**src/rtl/eth_rx_pkg.sv**
```systemverilog
package eth_rx_pkg;

    localparam int BYTE_W = 8;
    localparam int NIB_W  = 4;
    localparam int CNT_W  = $clog2(BYTE_W + 1);

    typedef struct packed {
        logic [BYTE_W-1:0] shreg;
        logic [CNT_W-1:0]  cnt;
        logic              in_frame;
        logic              err_acc;
        logic              done;
        logic [BYTE_W-1:0] byte_o;
        logic              last;
        logic              trail;
        logic              ferr;
    } asm_state_t;

    typedef struct packed {
        logic [BYTE_W-1:0] pend;
        logic              pend_v;
        logic              first;
        logic              ov;
        logic [BYTE_W-1:0] od;
        logic              sof;
        logic              eof;
        logic              err;
    } frm_state_t;

endpackage

```
**src/rtl/eth_rx_sync.sv**
```systemverilog
module eth_rx_sync #(
    parameter int WIDTH  = 2,
    parameter int STAGES = 2
) (
    input  logic             clk,
    input  logic             rst,
    input  logic [WIDTH-1:0] async_in,
    output logic [WIDTH-1:0] sync_out
);

    logic [STAGES-1:0][WIDTH-1:0] chain_d;
    logic [STAGES-1:0][WIDTH-1:0] chain_q;

    always_comb begin
        chain_d[0] = async_in;
        for (int s = 1; s < STAGES; s++) begin
            chain_d[s] = chain_q[s-1];
        end
    end

    always_ff @(posedge clk) begin
        if (rst) begin
            chain_q <= '0;
        end else begin
            chain_q <= chain_d;
        end
    end

    assign sync_out = chain_q[STAGES-1];

    AST_SYNC_FIRST: assert property (@(posedge clk) disable iff (rst)
        !$past(rst) |-> (chain_q[0] == $past(async_in)));

    generate
        if (STAGES > 1) begin : g_chain_chk
            AST_SYNC_LAST: assert property (@(posedge clk) disable iff (rst)
                !$past(rst) |-> (chain_q[STAGES-1] == $past(chain_q[STAGES-2])));
        end
    endgenerate

endmodule

```
**src/rtl/eth_rx_assembler.sv**
```systemverilog
module eth_rx_assembler
    import eth_rx_pkg::*;
(
    input  logic              clk,
    input  logic              rst,
    input  logic              serial_mode,
    input  logic              rx_valid,
    input  logic              rx_err,
    input  logic [NIB_W-1:0]  rx_data,
    output logic              a_done,
    output logic [BYTE_W-1:0] a_byte,
    output logic              a_last,
    output logic              a_trail,
    output logic              a_ferr
);

    asm_state_t st_d, st_q;

    logic [CNT_W-1:0]  step;
    logic [CNT_W-1:0]  cnt_next;
    logic [BYTE_W-1:0] sh_next;

    always_comb begin
        step     = serial_mode ? CNT_W'(1) : CNT_W'(NIB_W);
        cnt_next = st_q.cnt + step;
        if (serial_mode) begin
            sh_next = {rx_data[0], st_q.shreg[BYTE_W-1:1]};
        end else begin
            sh_next = {rx_data, st_q.shreg[BYTE_W-1:NIB_W]};
        end

        st_d       = st_q;
        st_d.done  = 1'b0;
        st_d.last  = 1'b0;
        st_d.trail = 1'b0;
        st_d.ferr  = 1'b0;

        if (rx_valid) begin
            st_d.in_frame = 1'b1;
            st_d.err_acc  = st_q.err_acc | rx_err;
            st_d.shreg    = sh_next;
            if (cnt_next == CNT_W'(BYTE_W)) begin
                st_d.done   = 1'b1;
                st_d.byte_o = sh_next;
                st_d.cnt    = '0;
            end else begin
                st_d.cnt = cnt_next;
            end
        end else if (st_q.in_frame) begin
            st_d.last     = 1'b1;
            st_d.trail    = (st_q.cnt != '0);
            st_d.ferr     = st_q.err_acc;
            st_d.in_frame = 1'b0;
            st_d.err_acc  = 1'b0;
            st_d.cnt      = '0;
            st_d.shreg    = '0;
        end
    end

    always_ff @(posedge clk) begin
        if (rst) begin
            st_q <= '0;
        end else begin
            st_q <= st_d;
        end
    end

    assign a_done  = st_q.done;
    assign a_byte  = st_q.byte_o;
    assign a_last  = st_q.last;
    assign a_trail = st_q.trail;
    assign a_ferr  = st_q.ferr;

    AST_NIBBLE_ALIGNED: assert property (@(posedge clk) disable iff (rst)
        (st_q.in_frame && rx_valid && !serial_mode) |-> (st_q.cnt[1:0] == 2'b00));

    AST_DONE_FROM_VALID: assert property (@(posedge clk) disable iff (rst)
        st_q.done |-> $past(rx_valid));

    AST_LAST_AFTER_FALL: assert property (@(posedge clk) disable iff (rst)
        st_q.last |-> !$past(rx_valid));

endmodule

```
**src/rtl/eth_rx_framer.sv**
```systemverilog
module eth_rx_framer
    import eth_rx_pkg::*;
(
    input  logic              clk,
    input  logic              rst,
    input  logic              a_done,
    input  logic [BYTE_W-1:0] a_byte,
    input  logic              a_last,
    input  logic              a_trail,
    input  logic              a_ferr,
    output logic [BYTE_W-1:0] byte_data,
    output logic              byte_valid,
    output logic              byte_sof,
    output logic              byte_eof,
    output logic              byte_err
);

    frm_state_t fr_d, fr_q;

    always_comb begin
        fr_d     = fr_q;
        fr_d.ov  = 1'b0;
        fr_d.sof = 1'b0;
        fr_d.eof = 1'b0;
        fr_d.err = 1'b0;

        if (a_done) begin
            if (fr_q.pend_v) begin
                fr_d.ov    = 1'b1;
                fr_d.od    = fr_q.pend;
                fr_d.sof   = fr_q.first;
                fr_d.first = 1'b0;
            end
            fr_d.pend   = a_byte;
            fr_d.pend_v = 1'b1;
        end else if (a_last) begin
            if (fr_q.pend_v) begin
                fr_d.ov  = 1'b1;
                fr_d.od  = fr_q.pend;
                fr_d.sof = fr_q.first;
                fr_d.eof = 1'b1;
                fr_d.err = a_ferr | a_trail;
            end
            fr_d.pend_v = 1'b0;
            fr_d.first  = 1'b1;
        end
    end

    always_ff @(posedge clk) begin
        if (rst) begin
            fr_q       <= '0;
            fr_q.first <= 1'b1;
        end else begin
            fr_q <= fr_d;
        end
    end

    assign byte_data  = fr_q.od;
    assign byte_valid = fr_q.ov;
    assign byte_sof   = fr_q.sof;
    assign byte_eof   = fr_q.eof;
    assign byte_err   = fr_q.err;

    AST_ERR_WITH_EOF: assert property (@(posedge clk) disable iff (rst)
        byte_err |-> byte_eof);

    AST_MARKS_NEED_VALID: assert property (@(posedge clk) disable iff (rst)
        (byte_sof || byte_eof) |-> byte_valid);

    AST_EOF_AFTER_LAST: assert property (@(posedge clk) disable iff (rst)
        byte_eof |-> $past(a_last));

    AST_NO_OUTPUT_AFTER_RESET: assert property (@(posedge clk)
        $past(rst) |-> !byte_valid);

endmodule

```
**src/rtl/eth_rx_front.sv**
```systemverilog
module eth_rx_front
    import eth_rx_pkg::*;
#(
    parameter int SYNC_STAGES = 2
) (
    input  logic              clk,
    input  logic              rst,
    input  logic              serial_mode,
    input  logic              full_duplex,
    input  logic              rx_valid,
    input  logic              rx_err,
    input  logic [NIB_W-1:0]  rx_data,
    input  logic              carrier_async,
    input  logic              collision_async,
    output logic [BYTE_W-1:0] byte_data,
    output logic              byte_valid,
    output logic              byte_sof,
    output logic              byte_eof,
    output logic              byte_err,
    output logic              carrier_sync,
    output logic              collision_sync
);

    localparam int LINES = 2;

    logic [LINES-1:0]  sync_q;
    logic              a_done;
    logic [BYTE_W-1:0] a_byte;
    logic              a_last;
    logic              a_trail;
    logic              a_ferr;

    eth_rx_sync #(
        .WIDTH  (LINES),
        .STAGES (SYNC_STAGES)
    ) u_sync (
        .clk      (clk),
        .rst      (rst),
        .async_in ({collision_async, carrier_async}),
        .sync_out (sync_q)
    );

    eth_rx_assembler u_asm (
        .clk         (clk),
        .rst         (rst),
        .serial_mode (serial_mode),
        .rx_valid    (rx_valid),
        .rx_err      (rx_err),
        .rx_data     (rx_data),
        .a_done      (a_done),
        .a_byte      (a_byte),
        .a_last      (a_last),
        .a_trail     (a_trail),
        .a_ferr      (a_ferr)
    );

    eth_rx_framer u_frm (
        .clk        (clk),
        .rst        (rst),
        .a_done     (a_done),
        .a_byte     (a_byte),
        .a_last     (a_last),
        .a_trail    (a_trail),
        .a_ferr     (a_ferr),
        .byte_data  (byte_data),
        .byte_valid (byte_valid),
        .byte_sof   (byte_sof),
        .byte_eof   (byte_eof),
        .byte_err   (byte_err)
    );

    assign carrier_sync   = sync_q[0];
    assign collision_sync = sync_q[1] & ~full_duplex;

    AST_MODE_HELD_IN_FRAME: assert property (@(posedge clk) disable iff (rst)
        (rx_valid && $past(rx_valid)) |-> $stable(serial_mode));

    AST_FDX_NO_COLLISION: assert property (@(posedge clk) disable iff (rst)
        full_duplex |-> !collision_sync);

endmodule

```
**config.mk**
```make
export PLATFORM = sky130hd
export DESIGN_NAME = eth_rx_front
export DESIGN_NICKNAME = d
export VERILOG_FILES = /design/src/rtl/eth_rx_pkg.sv /design/src/rtl/eth_rx_sync.sv /design/src/rtl/eth_rx_assembler.sv /design/src/rtl/eth_rx_framer.sv /design/src/rtl/eth_rx_front.sv
export SDC_FILE = /design/constraint.sdc
export NUM_CORES = 1
export LEC_CHECK = 0
export ABC_AREA = 1
export BUFFER_PORTS_ARGS = -buffer_cell sky130_fd_sc_hd__clkbuf_2
export CAP_MARGIN = 30
export CORE_UTILIZATION = 35
export DETAILED_ROUTE_END_ITERATION = 6
export PLACE_DENSITY_LB_ADDON = 0.12
export SYNTH_ARGS = -nofsm -noshare
export SYNTH_HDL_FRONTEND = slang
export SYNTH_SLANG_ARGS = --single-unit
```
**constraint.sdc**
```tcl
create_clock -name clk -period 2.2 [get_ports clk]
set_clock_uncertainty 0.2 [all_clocks]
set_input_delay 0.22 -clock clk [delete_from_list [all_inputs] [get_ports clk]]
set_output_delay 0.22 -clock clk [all_outputs]
set_load 0.01 [all_outputs]
```
==> results by group <==
Clock network
  – H-tree levels: 2
  – CTS tree: done
  – Worst-Skew Late Latency: 0.30 ns
  – CTS Sinks: 51
  – Post-CTS resize count: 0
  – Number of setup buffers added after CTS: 0
  – Clock buffer count from CTS: 5
  – CTS clk-pin slew, worst paths: 0.09 ns
  – CTS root buf: clkbuf_8
  – Hold buffer count at CTS: 3
  – CTS max path bufs: 2

Placement
  – Cell Area, Placed: 0.00207 sq mm
  – Count of input and output buffers: 25
  – Placer Congestion: 0.800
  – Dpl cells: 321
  – Hpwl dp: 2.55 mm

Die
  – Rows: 26
  – Die footprint: 0.00580 sq mm
  – Initial Util: 0.369
  – Horiz. Die Dim: 76.1 um
  – Die height: 76.1 um
  – Ports: 26
  – Core area: 0.00520 sq mm

Synth
  – Simple-gate share of the synthesized area: 0.175
  – Syn_area_per_cell: 8.11 sq um
  – Synthesized-area fraction occupied by adder cells: 0.0195
  – Post-synthesis sequential area ratio: 0.531
  – Compound-cell area share of the yosys netlist: 0.161
  – Yosys warns: 0
  – Synth unique cells: 28
  – Mux share of post-synthesis cell area: 0
  – Cells after Synth: 237
  – Number of synthesized register bits: 51
  – Largest family of logic cells by synthesized area: simple AND/OR/NAND/NOR gates
  – Synthesized net count: 252
  – Post-Synth XOR/XNOR Area: 0
  – Cell Area, Synth: 0.00192 sq mm

GRT
  – Total congestion overflow: 0
  – Antenna violations before repair: 0
  – Largest net degree at the start of global routing: 17
  – Vias in the first global route: 1,326
  – First-pass GRT wire length: 6.07 mm
  – GR Util All Layers: 0.132

Timing
  – Least-Margin Pin Slew: 0.369 ns
  – Hold Vio Cnt, Final: 0
  – Final setup viols: 0
  – Setup TNS: 0 ns
  – Tcrit/Tclk final: 0.833
  – Slew HR: 0.751
  – Minimum clock period: 1.83 ns
  – Hold slack final: 0.0451 ns
  – Max Slew Vio Count: 0
  – F_max: 546 MHz
  – Unrepaired setup endpoints after global routing: false

Setup path
  – Slowest-stage cell, CP: dfxtp_1
  – Critical Path RT: 2.25 ns
  – CP Buf/Inv Count: 2
  – Crit. End Element: flop
  – CP Max Fanout: 8
  – CP dominant cell by count: nand2_1
  – Crit-path max cell delay: 0.32 ns
  – CP delay by family, top: simple AND/OR/NAND/NOR gates
  – Startpoint types: flop
  – Critical Path AT: 1.88 ns
  – Critical-path cell list: ha_1, ha_1, inv_1, nand2_1, nor2_2, nand2_1, o21ai_0, nand2_1, inv_1
  – Setup CP Type: flop to flop

Final layout
  – Final std cells w/o fill: 332
  – Design area: 0.00218 sq mm
  – Fillers: 572
  – Fraction of layout cells with a size suffix above 1: 0.176
  – Register Area: 0.00102 sq mm
  – Diode count: 0
  – Synth-to-Final Area Change: 13.6%
  – Final nets: 276
  – Multi-input combinational cell area: 683 sq um

Drt
  – DR vias: 1,458
  – Post-DRT Antenna Nets: 0
  – Vias/cell: 4.39
  – Drt first pass iters: 6
  – Drt wl/cell: 10.5 um
  – Routed WL: 3.47 mm
  – Iteration-0 DRC Markers: 38
  – Post-route DRC: 0

Pwr
  – Pwr Density: 722 mW/mm^2
  – Peak supply drop: 0.324 mV
  – Pleak: 0.945 nW

Outcome
  – Status: finished clean

Flow run
  – Max-Cap Viols: 0

Min path
  – Hold WC Path Type: primary input to flop
-- worst reg2reg max path: cells and delay by family (launching register included) --
family                     cells  cell delay [ns]
buffers and inverters          2             0.11
AOI/OAI and AO/OA              1             0.19
and+or+nand+nor                4             0.49
adders and majority gates      2             0.46
DFF                            1             0.32
-- synth_stat cells, drive strengths merged --
cell    instances  area share
nand3          11       0.031
o21a            1      0.0039
o211ai          1      0.0039
a22oi           2      0.0078
nor3            2      0.0052
o21ai          35       0.093
inv            36       0.072
nand2          22       0.044
nand4           1      0.0033
clkbuf          3      0.0059
dfxtp          51        0.53
o22ai           4       0.013
nor2           42       0.087
a41oi           1      0.0046
buf            10       0.036
ha              3       0.020
a21oi          11       0.034
nor3b           1      0.0039
-- final cells by class --
cell class / instances / area share
Clock buffer: 6 / 0.0332
Timing Repair Buffer: 30 / 0.0779
Tap cell: 70 / 0.0401
Sequential cell: 51 / 0.467
Multi-Input combinational cell: 137 / 0.313
Clock inverter: 2 / 0.00573
Inverter: 36 / 0.0630
-- kinds of logic (layout without fill, tap and decap cells) --
| group | after synthesis | in the layout |
|---|---|---|
| AOI/OAI and AO/OA | 55 | 55 |
| adders and majority gates | 3 | 3 |
| buffers and inverters | 49 | 74 |
| DFF | 51 | 51 |
| and+or+nand+nor | 79 | 79 |
-- routing by layer --
metal	wire [um]	up-vias	global-route usage
met1	1800	623	0.176
li1	-	803	-
met4	56	0	0.0519
met2	1470	27	0.199
met3	148	5	0.0395
met5	0	-	0
-- final timing paths --
kind	slack, ns	end	cells after the start	startpoint
max reg2reg	0.37	u_asm.a_byte[5]	9	u_asm.st_q[14]
min reg2reg	0.21	u_sync.sync_out[1]	2	u_sync.chain_d[3]
max	0.37	u_asm.a_byte[5]	9	u_asm.st_q[14]
min	0.05	u_asm.st_q[22]	3	rx_data[0]
-- power breakdown --
group / switching (mW) / internal [mW] / leakage [nW] / total, mW
clock: 0.289 / 0.223 / 0.0412 / 0.512
sequential: 0.00952 / 0.944 / 0.414 / 0.953
combinational: 0.0722 / 0.0397 / 0.490 / 0.112
total: 0.371 / 1.21 / 0.945 / 1.58
-- registers in the layout, summed over array words and instances, names as in the netlist, 2 cells and up --
register	flops
u_frm.fr_q	10
u_sync.sync_out	2
u_asm.st_q	13
u_frm.byte_data	8
u_sync.chain_d	2
u_asm.a_byte	8
-- placed cells by master (no fill, tap or decap) --
cell            n
o21a_1          1
clkinvlp_4      1
a41oi_1         1
a21oi_2         3
nand4_1         1
nor2_1         40
nor3b_1         1
clkbuf_2       25
inv_1          32
clkbuf_1        1
nand3_1        10
inv_4           1
inv_2           3
clkbuf_8        5
nor2_2          1
o21ai_0        28
ha_1            3
nand2_2         1
o22ai_1         4
a21oi_1         8
nor2_4          1
nor3_1          2
nand3_2         1
a22oi_1         2
buf_4           2
o211ai_1        1
dfxtp_1        51
o21ai_1         6
clkinv_2        1
o21ai_2         1
nand2_1        21
dlygate4sd3_1   3
-- per-stage QoR --
stage	power [mW]	setup slack, ns	utilization
after floorplan	1.05	0.437	-
after global placement	1.08	0.252	0.398
after detailed placement	1.08	0.213	0.398
after CTS	1.61	0.350	0.420
after global routing	1.67	0.193	0.420
final	1.58	0.368	0.420
Power figures use the tool's default switching activity.
